**src/rtl/dfp_pkg.sv**
```systemverilog
package dfp_pkg;

  // What the normalize stage does to a raw sum
  typedef enum logic [1:0] {
    NORM_KEEP  = 2'd0,
    NORM_RIGHT = 2'd1,
    NORM_LEFT  = 2'd2,
    NORM_ZERO  = 2'd3
  } norm_act_e;

  // One BCD digit add: returns {carry_out, digit}
  function automatic logic [4:0] bcd_add_digit(input logic [3:0] x,
                                               input logic [3:0] y,
                                               input logic       cin);
    logic [4:0] s;
    s = {1'b0, x} + {1'b0, y} + {4'b0000, cin};
    if (s > 5'd9) return {1'b1, 4'(s - 5'd10)};
    else          return {1'b0, s[3:0]};
  endfunction

  // One BCD digit subtract x - y - bin: returns {borrow_out, digit}
  function automatic logic [4:0] bcd_sub_digit(input logic [3:0] x,
                                               input logic [3:0] y,
                                               input logic       bin);
    logic [4:0] t;
    t = {1'b0, x} - {1'b0, y} - {4'b0000, bin};
    if (t[4]) return {1'b1, 4'(t + 5'd10)};
    else      return {1'b0, t[3:0]};
  endfunction

endpackage

```
**src/rtl/dfp_cmp_stage.sv**
```systemverilog
module dfp_cmp_stage #(
  parameter int NDIG  = 4,
  parameter int EXP_W = 8
) (
  input  logic                     clk,
  input  logic                     rst_n,
  input  logic                     in_valid,
  input  logic                     a_sign,
  input  logic [EXP_W-1:0]         a_exp,
  input  logic [4*NDIG-1:0]        a_mant,
  input  logic                     b_sign,
  input  logic [EXP_W-1:0]         b_exp,
  input  logic [4*NDIG-1:0]        b_mant,
  output logic                     s1_valid,
  output logic                     s1_big_sign,
  output logic [EXP_W-1:0]         s1_big_exp,
  output logic [4*NDIG-1:0]        s1_big_mant,
  output logic                     s1_small_sign,
  output logic [4*NDIG-1:0]        s1_small_mant,
  output logic [$clog2(NDIG+1)-1:0] s1_shamt
);
  localparam int MW   = 4 * NDIG;
  localparam int SH_W = $clog2(NDIG + 1);

  logic                    a_zero, b_zero, take_b;
  logic signed [EXP_W:0]   ediff;
  logic [EXP_W:0]          emag;
  logic                    big_sign_c, small_sign_c;
  logic [EXP_W-1:0]        big_exp_c, small_exp_c;
  logic [MW-1:0]           big_mant_c, small_mant_c;
  logic [SH_W-1:0]         shamt_c;

  assign a_zero = (a_mant == '0);
  assign b_zero = (b_mant == '0);
  assign ediff  = $signed({a_exp[EXP_W-1], a_exp}) - $signed({b_exp[EXP_W-1], b_exp});
  assign emag   = ediff[EXP_W] ? $unsigned(-ediff) : $unsigned(ediff);

  // A zero operand always becomes the small one; otherwise the smaller exponent does
  assign take_b = a_zero | (!b_zero & ediff[EXP_W]);

  assign big_sign_c   = take_b ? b_sign : a_sign;
  assign big_exp_c    = take_b ? b_exp  : a_exp;
  assign big_mant_c   = take_b ? b_mant : a_mant;
  assign small_sign_c = take_b ? a_sign : b_sign;
  assign small_exp_c  = take_b ? a_exp  : b_exp;
  assign small_mant_c = take_b ? a_mant : b_mant;

  always_comb begin
    if (small_mant_c == '0)
      shamt_c = '0;
    else if (emag >= (EXP_W+1)'(NDIG))
      shamt_c = SH_W'(NDIG);
    else
      shamt_c = emag[SH_W-1:0];
  end

  always_ff @(posedge clk) begin
    if (!rst_n) s1_valid <= 1'b0;
    else        s1_valid <= in_valid;
  end

  always_ff @(posedge clk) begin
    if (in_valid) begin
      s1_big_sign   <= big_sign_c;
      s1_big_exp    <= big_exp_c;
      s1_big_mant   <= big_mant_c;
      s1_small_sign <= small_sign_c;
      s1_small_mant <= small_mant_c;
      s1_shamt      <= shamt_c;
    end
  end


  exp_order_chk: assert property (@(posedge clk) disable iff (!rst_n)
    (in_valid && !a_zero && !b_zero) |-> ($signed(big_exp_c) >= $signed(small_exp_c)));


  zero_pass_chk: assert property (@(posedge clk) disable iff (!rst_n)
    (in_valid && b_zero && !a_zero) |=>
      (s1_small_mant == '0 && s1_big_mant == $past(a_mant) && s1_big_exp == $past(a_exp)));

endmodule

```
**src/rtl/dfp_align_stage.sv**
```systemverilog
module dfp_align_stage #(
  parameter int NDIG  = 4,
  parameter int EXP_W = 8
) (
  input  logic                      clk,
  input  logic                      rst_n,
  input  logic                      in_valid,
  input  logic                      big_sign,
  input  logic [EXP_W-1:0]          big_exp,
  input  logic [4*NDIG-1:0]         big_mant,
  input  logic                      small_sign,
  input  logic [4*NDIG-1:0]         small_mant,
  input  logic [$clog2(NDIG+1)-1:0] shamt,
  output logic                      s2_valid,
  output logic                      s2_big_sign,
  output logic                      s2_small_sign,
  output logic [EXP_W-1:0]          s2_exp,
  output logic [4*(NDIG+1)-1:0]     s2_big_ext,
  output logic [4*(NDIG+1)-1:0]     s2_small_ext
);
  localparam int XW   = 4 * (NDIG + 1);
  localparam int SH_W = $clog2(NDIG + 1);

  logic            too_far;
  logic [SH_W+1:0] bit_shift;
  logic [XW-1:0]   small_ext_c;

  assign too_far     = (shamt >= SH_W'(NDIG));
  assign bit_shift   = {shamt, 2'b00};
  // Guard digit appended below the visible digits, then shifted right by whole digits
  assign small_ext_c = too_far ? '0 : ({small_mant, 4'h0} >> bit_shift);

  always_ff @(posedge clk) begin
    if (!rst_n) s2_valid <= 1'b0;
    else        s2_valid <= in_valid;
  end

  always_ff @(posedge clk) begin
    if (in_valid) begin
      s2_big_sign   <= big_sign;
      s2_small_sign <= small_sign;
      s2_exp        <= big_exp;
      s2_big_ext    <= {big_mant, 4'h0};
      s2_small_ext  <= small_ext_c;
    end
  end


  far_drop_chk: assert property (@(posedge clk) disable iff (!rst_n)
    (in_valid && shamt >= SH_W'(NDIG)) |=> (s2_small_ext == '0));


  no_shift_chk: assert property (@(posedge clk) disable iff (!rst_n)
    (in_valid && shamt == '0) |=> (s2_small_ext == {$past(small_mant), 4'h0}));

endmodule

```
**src/rtl/dfp_addsub_stage.sv**
```systemverilog
module dfp_addsub_stage
  import dfp_pkg::*;
#(
  parameter int NDIG  = 4,
  parameter int EXP_W = 8
) (
  input  logic                  clk,
  input  logic                  rst_n,
  input  logic                  in_valid,
  input  logic                  big_sign,
  input  logic                  small_sign,
  input  logic [EXP_W-1:0]      in_exp,
  input  logic [4*(NDIG+1)-1:0] big_ext,
  input  logic [4*(NDIG+1)-1:0] small_ext,
  output logic                  s3_valid,
  output logic                  s3_sign,
  output logic [EXP_W-1:0]      s3_exp,
  output logic [4*(NDIG+2)-1:0] s3_sum
);
  localparam int XW = 4 * (NDIG + 1);
  localparam int SW = 4 * (NDIG + 2);
  localparam int ND = NDIG + 1;

  logic          eff_sub, big_ge;
  logic [XW-1:0] minuend, subtrahend, add_dig, sub_dig;
  logic [ND:0]   add_c, sub_b;
  logic          sub_borrow_out;
  logic [SW-1:0] res_c;
  logic          res_sign_c;

  assign eff_sub    = big_sign ^ small_sign;
  assign big_ge     = (big_ext >= small_ext);  // packed BCD keeps numeric order
  assign minuend    = big_ge ? big_ext   : small_ext;
  assign subtrahend = big_ge ? small_ext : big_ext;

  assign add_c[0] = 1'b0;
  assign sub_b[0] = 1'b0;

  for (genvar i = 0; i < ND; i++) begin : g_digit
    assign {add_c[i+1], add_dig[4*i +: 4]} =
      bcd_add_digit(big_ext[4*i +: 4], small_ext[4*i +: 4], add_c[i]);
    assign {sub_b[i+1], sub_dig[4*i +: 4]} =
      bcd_sub_digit(minuend[4*i +: 4], subtrahend[4*i +: 4], sub_b[i]);
  end

  assign sub_borrow_out = sub_b[ND];
  assign res_c      = eff_sub ? {4'h0, sub_dig} : {3'b000, add_c[ND], add_dig};
  assign res_sign_c = (eff_sub && !big_ge) ? small_sign : big_sign;

  always_ff @(posedge clk) begin
    if (!rst_n) s3_valid <= 1'b0;
    else        s3_valid <= in_valid;
  end

  always_ff @(posedge clk) begin
    if (in_valid) begin
      s3_sign <= res_sign_c;
      s3_exp  <= in_exp;
      s3_sum  <= res_c;
    end
  end


  sub_no_borrow_chk: assert property (@(posedge clk) disable iff (!rst_n)
    (in_valid && eff_sub) |-> !sub_borrow_out);


  carry_digit_chk: assert property (@(posedge clk) disable iff (!rst_n)
    s3_valid |-> (s3_sum[SW-1 -: 4] <= 4'd1));


  add_sign_chk: assert property (@(posedge clk) disable iff (!rst_n)
    (in_valid && !eff_sub) |=> (s3_sign == $past(big_sign)));

endmodule

```
**src/rtl/dfp_norm_stage.sv**
```systemverilog
module dfp_norm_stage
  import dfp_pkg::*;
#(
  parameter int NDIG  = 4,
  parameter int EXP_W = 8
) (
  input  logic                  clk,
  input  logic                  rst_n,
  input  logic                  in_valid,
  input  logic                  in_sign,
  input  logic [EXP_W-1:0]      in_exp,
  input  logic [4*(NDIG+2)-1:0] in_sum,
  output logic                  out_valid,
  output logic                  out_sign,
  output logic [EXP_W-1:0]      out_exp,
  output logic [4*NDIG-1:0]     out_mant,
  output logic                  out_zero
);
  localparam int MW   = 4 * NDIG;
  localparam int XW   = 4 * (NDIG + 1);
  localparam int SW   = 4 * (NDIG + 2);
  localparam int LZ_W = $clog2(NDIG + 2);

  logic            has_carry, is_zero;
  logic [XW-1:0]   low_ext, left_ext;
  logic [LZ_W-1:0] lead_zeros;
  logic [LZ_W+1:0] left_bits;
  norm_act_e       act;
  logic [MW-1:0]   mant_c;
  logic [EXP_W-1:0] exp_c;

  assign has_carry = (in_sum[SW-1 -: 4] != 4'h0);
  assign is_zero   = (in_sum == '0);
  assign low_ext   = in_sum[XW-1:0];

  // Count zero digits from the top of the guarded mantissa
  always_comb begin
    logic found;
    found      = 1'b0;
    lead_zeros = '0;
    for (int i = NDIG; i >= 0; i--) begin
      if (!found) begin
        if (low_ext[4*i +: 4] == 4'h0) lead_zeros = lead_zeros + 1'b1;
        else                           found = 1'b1;
      end
    end
  end

  assign left_bits = {lead_zeros, 2'b00};
  assign left_ext  = low_ext << left_bits;

  always_comb begin
    if (is_zero)              act = NORM_ZERO;
    else if (has_carry)       act = NORM_RIGHT;
    else if (lead_zeros != 0) act = NORM_LEFT;
    else                      act = NORM_KEEP;
  end

  always_comb begin
    unique case (act)
      NORM_ZERO: begin
        mant_c = '0;
        exp_c  = '0;
      end
      NORM_RIGHT: begin
        mant_c = in_sum[SW-1 -: MW];
        exp_c  = in_exp + EXP_W'(1);
      end
      NORM_LEFT: begin
        mant_c = left_ext[XW-1 -: MW];
        exp_c  = in_exp - EXP_W'(lead_zeros);
      end
      default: begin
        mant_c = low_ext[XW-1 -: MW];
        exp_c  = in_exp;
      end
    endcase
  end

  always_ff @(posedge clk) begin
    if (!rst_n) out_valid <= 1'b0;
    else        out_valid <= in_valid;
  end

  always_ff @(posedge clk) begin
    if (in_valid) begin
      out_sign <= (act == NORM_ZERO) ? 1'b0 : in_sign;
      out_exp  <= exp_c;
      out_mant <= mant_c;
      out_zero <= (act == NORM_ZERO);
    end
  end


  lead_digit_chk: assert property (@(posedge clk) disable iff (!rst_n)
    (out_valid && !out_zero) |-> (out_mant[MW-1 -: 4] != 4'h0));


  zero_form_chk: assert property (@(posedge clk) disable iff (!rst_n)
    (out_valid && out_zero) |-> (out_mant == '0 && out_exp == '0 && !out_sign));


  right_exp_chk: assert property (@(posedge clk) disable iff (!rst_n)
    (in_valid && act == NORM_RIGHT) |=> (out_exp == $past(in_exp) + EXP_W'(1)));

  for (genvar d = 0; d < NDIG; d++) begin : g_dchk

    digit_range_chk: assert property (@(posedge clk) disable iff (!rst_n)
      out_valid |-> (out_mant[4*d +: 4] <= 4'd9));
  end

endmodule

```
**src/rtl/dfp_pipe_adder.sv**
```systemverilog
module dfp_pipe_adder #(
  parameter int NDIG  = 4,
  parameter int EXP_W = 8
) (
  input  logic              clk,
  input  logic              rst_n,
  input  logic              in_valid,
  input  logic              a_sign,
  input  logic [EXP_W-1:0]  a_exp,
  input  logic [4*NDIG-1:0] a_mant,
  input  logic              b_sign,
  input  logic [EXP_W-1:0]  b_exp,
  input  logic [4*NDIG-1:0] b_mant,
  output logic              out_valid,
  output logic              out_sign,
  output logic [EXP_W-1:0]  out_exp,
  output logic [4*NDIG-1:0] out_mant,
  output logic              out_zero
);
  localparam int MW   = 4 * NDIG;
  localparam int XW   = 4 * (NDIG + 1);
  localparam int SW   = 4 * (NDIG + 2);
  localparam int SH_W = $clog2(NDIG + 1);

  // Stage 1 -> 2
  logic             s1_valid, s1_big_sign, s1_small_sign;
  logic [EXP_W-1:0] s1_big_exp;
  logic [MW-1:0]    s1_big_mant, s1_small_mant;
  logic [SH_W-1:0]  s1_shamt;
  // Stage 2 -> 3
  logic             s2_valid, s2_big_sign, s2_small_sign;
  logic [EXP_W-1:0] s2_exp;
  logic [XW-1:0]    s2_big_ext, s2_small_ext;
  // Stage 3 -> 4
  logic             s3_valid, s3_sign;
  logic [EXP_W-1:0] s3_exp;
  logic [SW-1:0]    s3_sum;

  dfp_cmp_stage #(.NDIG(NDIG), .EXP_W(EXP_W)) u_cmp (
    .clk(clk), .rst_n(rst_n), .in_valid(in_valid),
    .a_sign(a_sign), .a_exp(a_exp), .a_mant(a_mant),
    .b_sign(b_sign), .b_exp(b_exp), .b_mant(b_mant),
    .s1_valid(s1_valid), .s1_big_sign(s1_big_sign), .s1_big_exp(s1_big_exp),
    .s1_big_mant(s1_big_mant), .s1_small_sign(s1_small_sign),
    .s1_small_mant(s1_small_mant), .s1_shamt(s1_shamt)
  );

  dfp_align_stage #(.NDIG(NDIG), .EXP_W(EXP_W)) u_align (
    .clk(clk), .rst_n(rst_n), .in_valid(s1_valid),
    .big_sign(s1_big_sign), .big_exp(s1_big_exp), .big_mant(s1_big_mant),
    .small_sign(s1_small_sign), .small_mant(s1_small_mant), .shamt(s1_shamt),
    .s2_valid(s2_valid), .s2_big_sign(s2_big_sign), .s2_small_sign(s2_small_sign),
    .s2_exp(s2_exp), .s2_big_ext(s2_big_ext), .s2_small_ext(s2_small_ext)
  );

  dfp_addsub_stage #(.NDIG(NDIG), .EXP_W(EXP_W)) u_addsub (
    .clk(clk), .rst_n(rst_n), .in_valid(s2_valid),
    .big_sign(s2_big_sign), .small_sign(s2_small_sign), .in_exp(s2_exp),
    .big_ext(s2_big_ext), .small_ext(s2_small_ext),
    .s3_valid(s3_valid), .s3_sign(s3_sign), .s3_exp(s3_exp), .s3_sum(s3_sum)
  );

  dfp_norm_stage #(.NDIG(NDIG), .EXP_W(EXP_W)) u_norm (
    .clk(clk), .rst_n(rst_n), .in_valid(s3_valid),
    .in_sign(s3_sign), .in_exp(s3_exp), .in_sum(s3_sum),
    .out_valid(out_valid), .out_sign(out_sign), .out_exp(out_exp),
    .out_mant(out_mant), .out_zero(out_zero)
  );


  latency_chk: assert property (@(posedge clk) disable iff (!rst_n)
    out_valid == $past(s1_valid, 3));

endmodule

```
**config.mk**
```make
export PLATFORM = sky130hd
export DESIGN_NAME = dfp_pipe_adder
export DESIGN_NICKNAME = d
export VERILOG_FILES = /design/src/rtl/dfp_pkg.sv /design/src/rtl/dfp_cmp_stage.sv /design/src/rtl/dfp_align_stage.sv /design/src/rtl/dfp_addsub_stage.sv /design/src/rtl/dfp_norm_stage.sv /design/src/rtl/dfp_pipe_adder.sv
export SDC_FILE = /design/constraint.sdc
export NUM_CORES = 1
export LEC_CHECK = 0
export ABC_AREA = 0
export BUFFER_PORTS_ARGS = -buffer_cell sky130_fd_sc_hd__buf_2
export CORE_ASPECT_RATIO = 2
export CORE_MARGIN = 2
export CORE_UTILIZATION = 62
export DETAILED_ROUTE_END_ITERATION = 7
export MAX_ROUTING_LAYER = met4
export PLACE_DENSITY_LB_ADDON = 0.15
export SLEW_MARGIN = 20
export SYNTH_ARGS = -nofsm -noshare
export SYNTH_HDL_FRONTEND = slang
export SYNTH_HIERARCHICAL = 1
export SYNTH_SLANG_ARGS = --single-unit
export TNS_END_PERCENT = 100
```
**constraint.sdc**
```tcl
create_clock -name clk -period 13.05 [get_ports clk]
set_input_delay 0.6525 -clock clk [delete_from_list [all_inputs] [get_ports clk]]
set_output_delay 0.6525 -clock clk [all_outputs]
set_load 0.02 [all_outputs]
```
==> impl_metrics.tcl <==
set metrics [dict create \
    status "completed" \
    ir_drop_mv 0.09485 \
    drc 0 \
    synth-main-ff-cell "edfxtp_1" \
    min_delay_path_depth 0 \
    ys_top_cells_by_area "edfxtp_1 (41%), ha_1 (9.0%), mux2_4 (5.0%)" \
    critPathRequiredTime_ns 13.23 \
    synth_xor_area_frac 0.03920 \
    worstHoldStart "u_cmp/s1_big_mant[15]" \
    avgSynthCellArea_um2 11.17 \
    cp-startpoint "u_align/s2_small_ext[2]" \
    p_per_area_nw_per_um2 141.5 \
    row_count 68 \
    synth_seq_cells 151 \
    finalNonFillerCells 1270 \
    drt_iter0_drc 356 \
    grt-ovfl-total 0 \
    hold_class "reg -> reg" \
    cts_buffers 17 \
    clk_pin_slew_ns 0.06 \
    crit_type "reg -> reg" \
    num_antenna_cells 0 \
    r2r_cells 40 \
    syn_area_um2 10880 \
    finalMaxSlewViolations 0 \
    seqCellArea_um2 4499 \
    dr.pass1.iters 5 \
    met1_length_um 7848 \
    finalHoldViolCount 0 \
    cp_num_buf_inv 5 \
    die_area_um2 18690 \
    postCtsResizedCells 0 \
    layout-drive-gt1-share 0.1972 \
    area_growth_pct 9.611 \
    pin_count 80 \
    insertion_delay_ns 0.43 \
    antenna_found_initial 0 \
    yosys.cell_types.count 93 \
    rr_startpoint "u_align/s2_small_ext[2]" \
    finalCritPeriodShare 0.8504 \
    numPortBuffers 79 \
    routabilityCongestion 0.9617 \
    routed_wirelength_um 23480 \
    yosys.area_share.simple 0.1293 \
    dpl.hpwl_um 18310 \
    setup_viol 0 \
    cap_violations 0 \
    synth_top_family_by_area "compound AO/OA/AOI/OAI gates" \
    die_y_um 191.4 \
    clockBufferDepth 2 \
    synthMuxAreaShare 0.08715 \
    multi_input_area_um2 5848 \
    synth-edff-count 147 \
    yosysTopAreaCellShare 0.4056 \
    synth-compound-area-share 0.1535 \
    cp.depth 40 \
    worstPathMaxFanout 10 \
    start_util 0.6301 \
    coreArea_um2 17270 \
    drtAntennaViolNets 0 \
    wl_per_cell_um 18.49 \
    dr.max_layer_used "met4" \
    first_global_vias 8018 \
    synth_warnings 6 \
    synth.largest_area_cell "edfxtp_1" \
    met3_length_um 735 \
    post-route-min-period_ns 11.10 \
    die_w_um 97.69 \
    cts_tree "built" \
    end_kind "flop" \
    yosysSeqAreaShare 0.4130 \
    crit_path_max_incr_delay_ns 0.69 \
    synthArstFlopShare 0 \
    startpoint_type "flop" \
    cts_sinks 151 \
    rsz0062_at_grt "false" \
    fillCellCount 1361 \
    grt_start_max_net_pins 48 \
    tns_ns 0 \
    cts_root_buf "clkbuf_16" \
    cts_hold_buf 0 \
    fin_nets 1197 \
    syn_inst 974 \
    grt_usage 0.2682 \
    clock.fmax_mhz 90.11 \
    synth_fa_ha_area_frac 0.1246 \
    viasPerCell 6.121 \
    cp_data_arrival_time_ns 11.28 \
    dp.cells 1238 \
    wl_met2_um 13430 \
    crit_path_frequent_cell "fa_1" \
    relSlewSlack 0.3110 \
    cts_htree_levels 4 \
    power_leakage_nw 4.898 \
    cp_slowest_cell "a311oi_1" \
    skew_ns 0.008414 \
    grt_pass1_wl_um 38030 \
    tightestPinTransition_ns 1.034 \
    cts_setup_buffers 0 \
    via_count 7774 \
    crit_family "adder cells" \
]
metal layers:
metal | track usage | up-vias
met3 | 0.04205 | 90
li1 | - | 3755
met1 | 0.2395 | 3723
met4 | 0.1731 | 0
met2 | 0.5109 | 206
met5 | - | -
power breakdown:
part / total [mW] / leakage [nW] / internal, mW / switching, mW
sequential: 0.640 / 1.40 / 0.598 / 0.0413
clock: 0.483 / 0.277 / 0.281 / 0.201
combinational: 0.565 / 3.22 / 0.255 / 0.310
total: 1.69 / 4.90 / 1.13 / 0.553
final cells by class:
class	instances	share of cell area
clock buffers	17	0.03566
clock inverters	15	0.01280
inverters	76	0.02391
multi-input cells	714	0.4902
flip-flops and latches	151	0.3772
well taps	210	0.02203
repair buffers	87	0.03818
per-stage QoR:
stage	setup slack, ns	total power [mW]	cell area, um^2	hold slack [ns]	util
finish	1.952	1.688	11930	0.4158	0.6907
global route	1.141	1.788	11930	0.4244	0.6907
CTS	2.014	1.692	11930	0.4176	0.6905
detailed placement	2.013	1.208	11350	0.4045	0.6570
global placement	2.716	1.191	11350	0.4012	0.6570
floorplan	3.341	1.080	10900	0.4003	-
synth_stat cells, types with 10 or more instances:
library cell	number
nand3_1	16
o31ai_1	10
inv_1	74
nor2_1	59
fa_1	19
buf_6	10
nand2b_1	21
o21ai_0	26
a21oi_1	49
nor3_1	18
ha_1	78
nor4_1	11
xnor2_1	25
buf_4	12
mux2_4	36
mux2i_1	34
a211oi_1	19
o21ai_1	19
nand2_1	52
edfxtp_1	147
a21o_1	14
a22o_1	10
xor2_1	20
worst paths after layout:
path | slack (ns) | endpoint
max reg2reg | 1.95 | u_addsub/s3_sum[19]
min | 0.42 | u_align/s2_big_ext[19]
max | 1.95 | u_addsub/s3_sum[19]
min reg2reg | 0.42 | u_align/s2_big_ext[19]
placed cells by master, fill, tap and decap left out, types with 19 or more instances in the layout:
| cell type | Yosys | final |
|---|---|---|
| fa_1 | 19 | 19 |
| nand2_1 | 52 | 52 |
| mux2_4 | 36 | 36 |
| buf_2 | 6 | 79 |
| edfxtp_1 | 147 | 147 |
| nor2_1 | 59 | 59 |
| o21ai_0 | 26 | 26 |
| mux2i_1 | 34 | 34 |
| xor2_1 | 20 | 20 |
| a211oi_1 | 19 | 19 |
| nand2b_1 | 21 | 21 |
| inv_1 | 74 | 74 |
| xnor2_1 | 25 | 24 |
| a21oi_1 | 49 | 49 |
| ha_1 | 78 | 78 |
| o21ai_1 | 19 | 19 |
sequential cells by signal, indices dropped and copies added, names as in the netlist:
register / count
u_norm/out_valid: 1
u_cmp/s1_shamt: 3
u_norm/out_zero: 1
u_norm/out_mant: 16
u_align/s2_small_sign: 1
u_align/s2_exp: 8
u_align/s2_big_sign: 1
u_cmp/s1_big_exp: 8
u_addsub/s3_valid: 1
u_norm/out_sign: 1
u_norm/out_exp: 8
u_align/s2_big_ext: 16
u_cmp/s1_small_sign: 1
u_cmp/s1_valid: 1
u_align/s2_valid: 1
u_addsub/s3_sum: 21
u_align/s2_small_ext: 20
u_cmp/s1_big_sign: 1
u_addsub/s3_sign: 1
u_addsub/s3_exp: 8
u_cmp/s1_small_mant: 16
u_cmp/s1_big_mant: 16
cells by family (layout without fill, tap and decap cells):
kind of cell / Yosys count / after routing
xor gates and xnor gates: 47 / 47
DFF: 151 / 151
and+or+nand+nor: 254 / 254
AOI/OAI and AO/OA: 233 / 233
adders and majority gates: 97 / 97
other: 2 / 7
buffers and inverters: 114 / 195
muxes: 76 / 76
(Power assumes the default switching activity.)
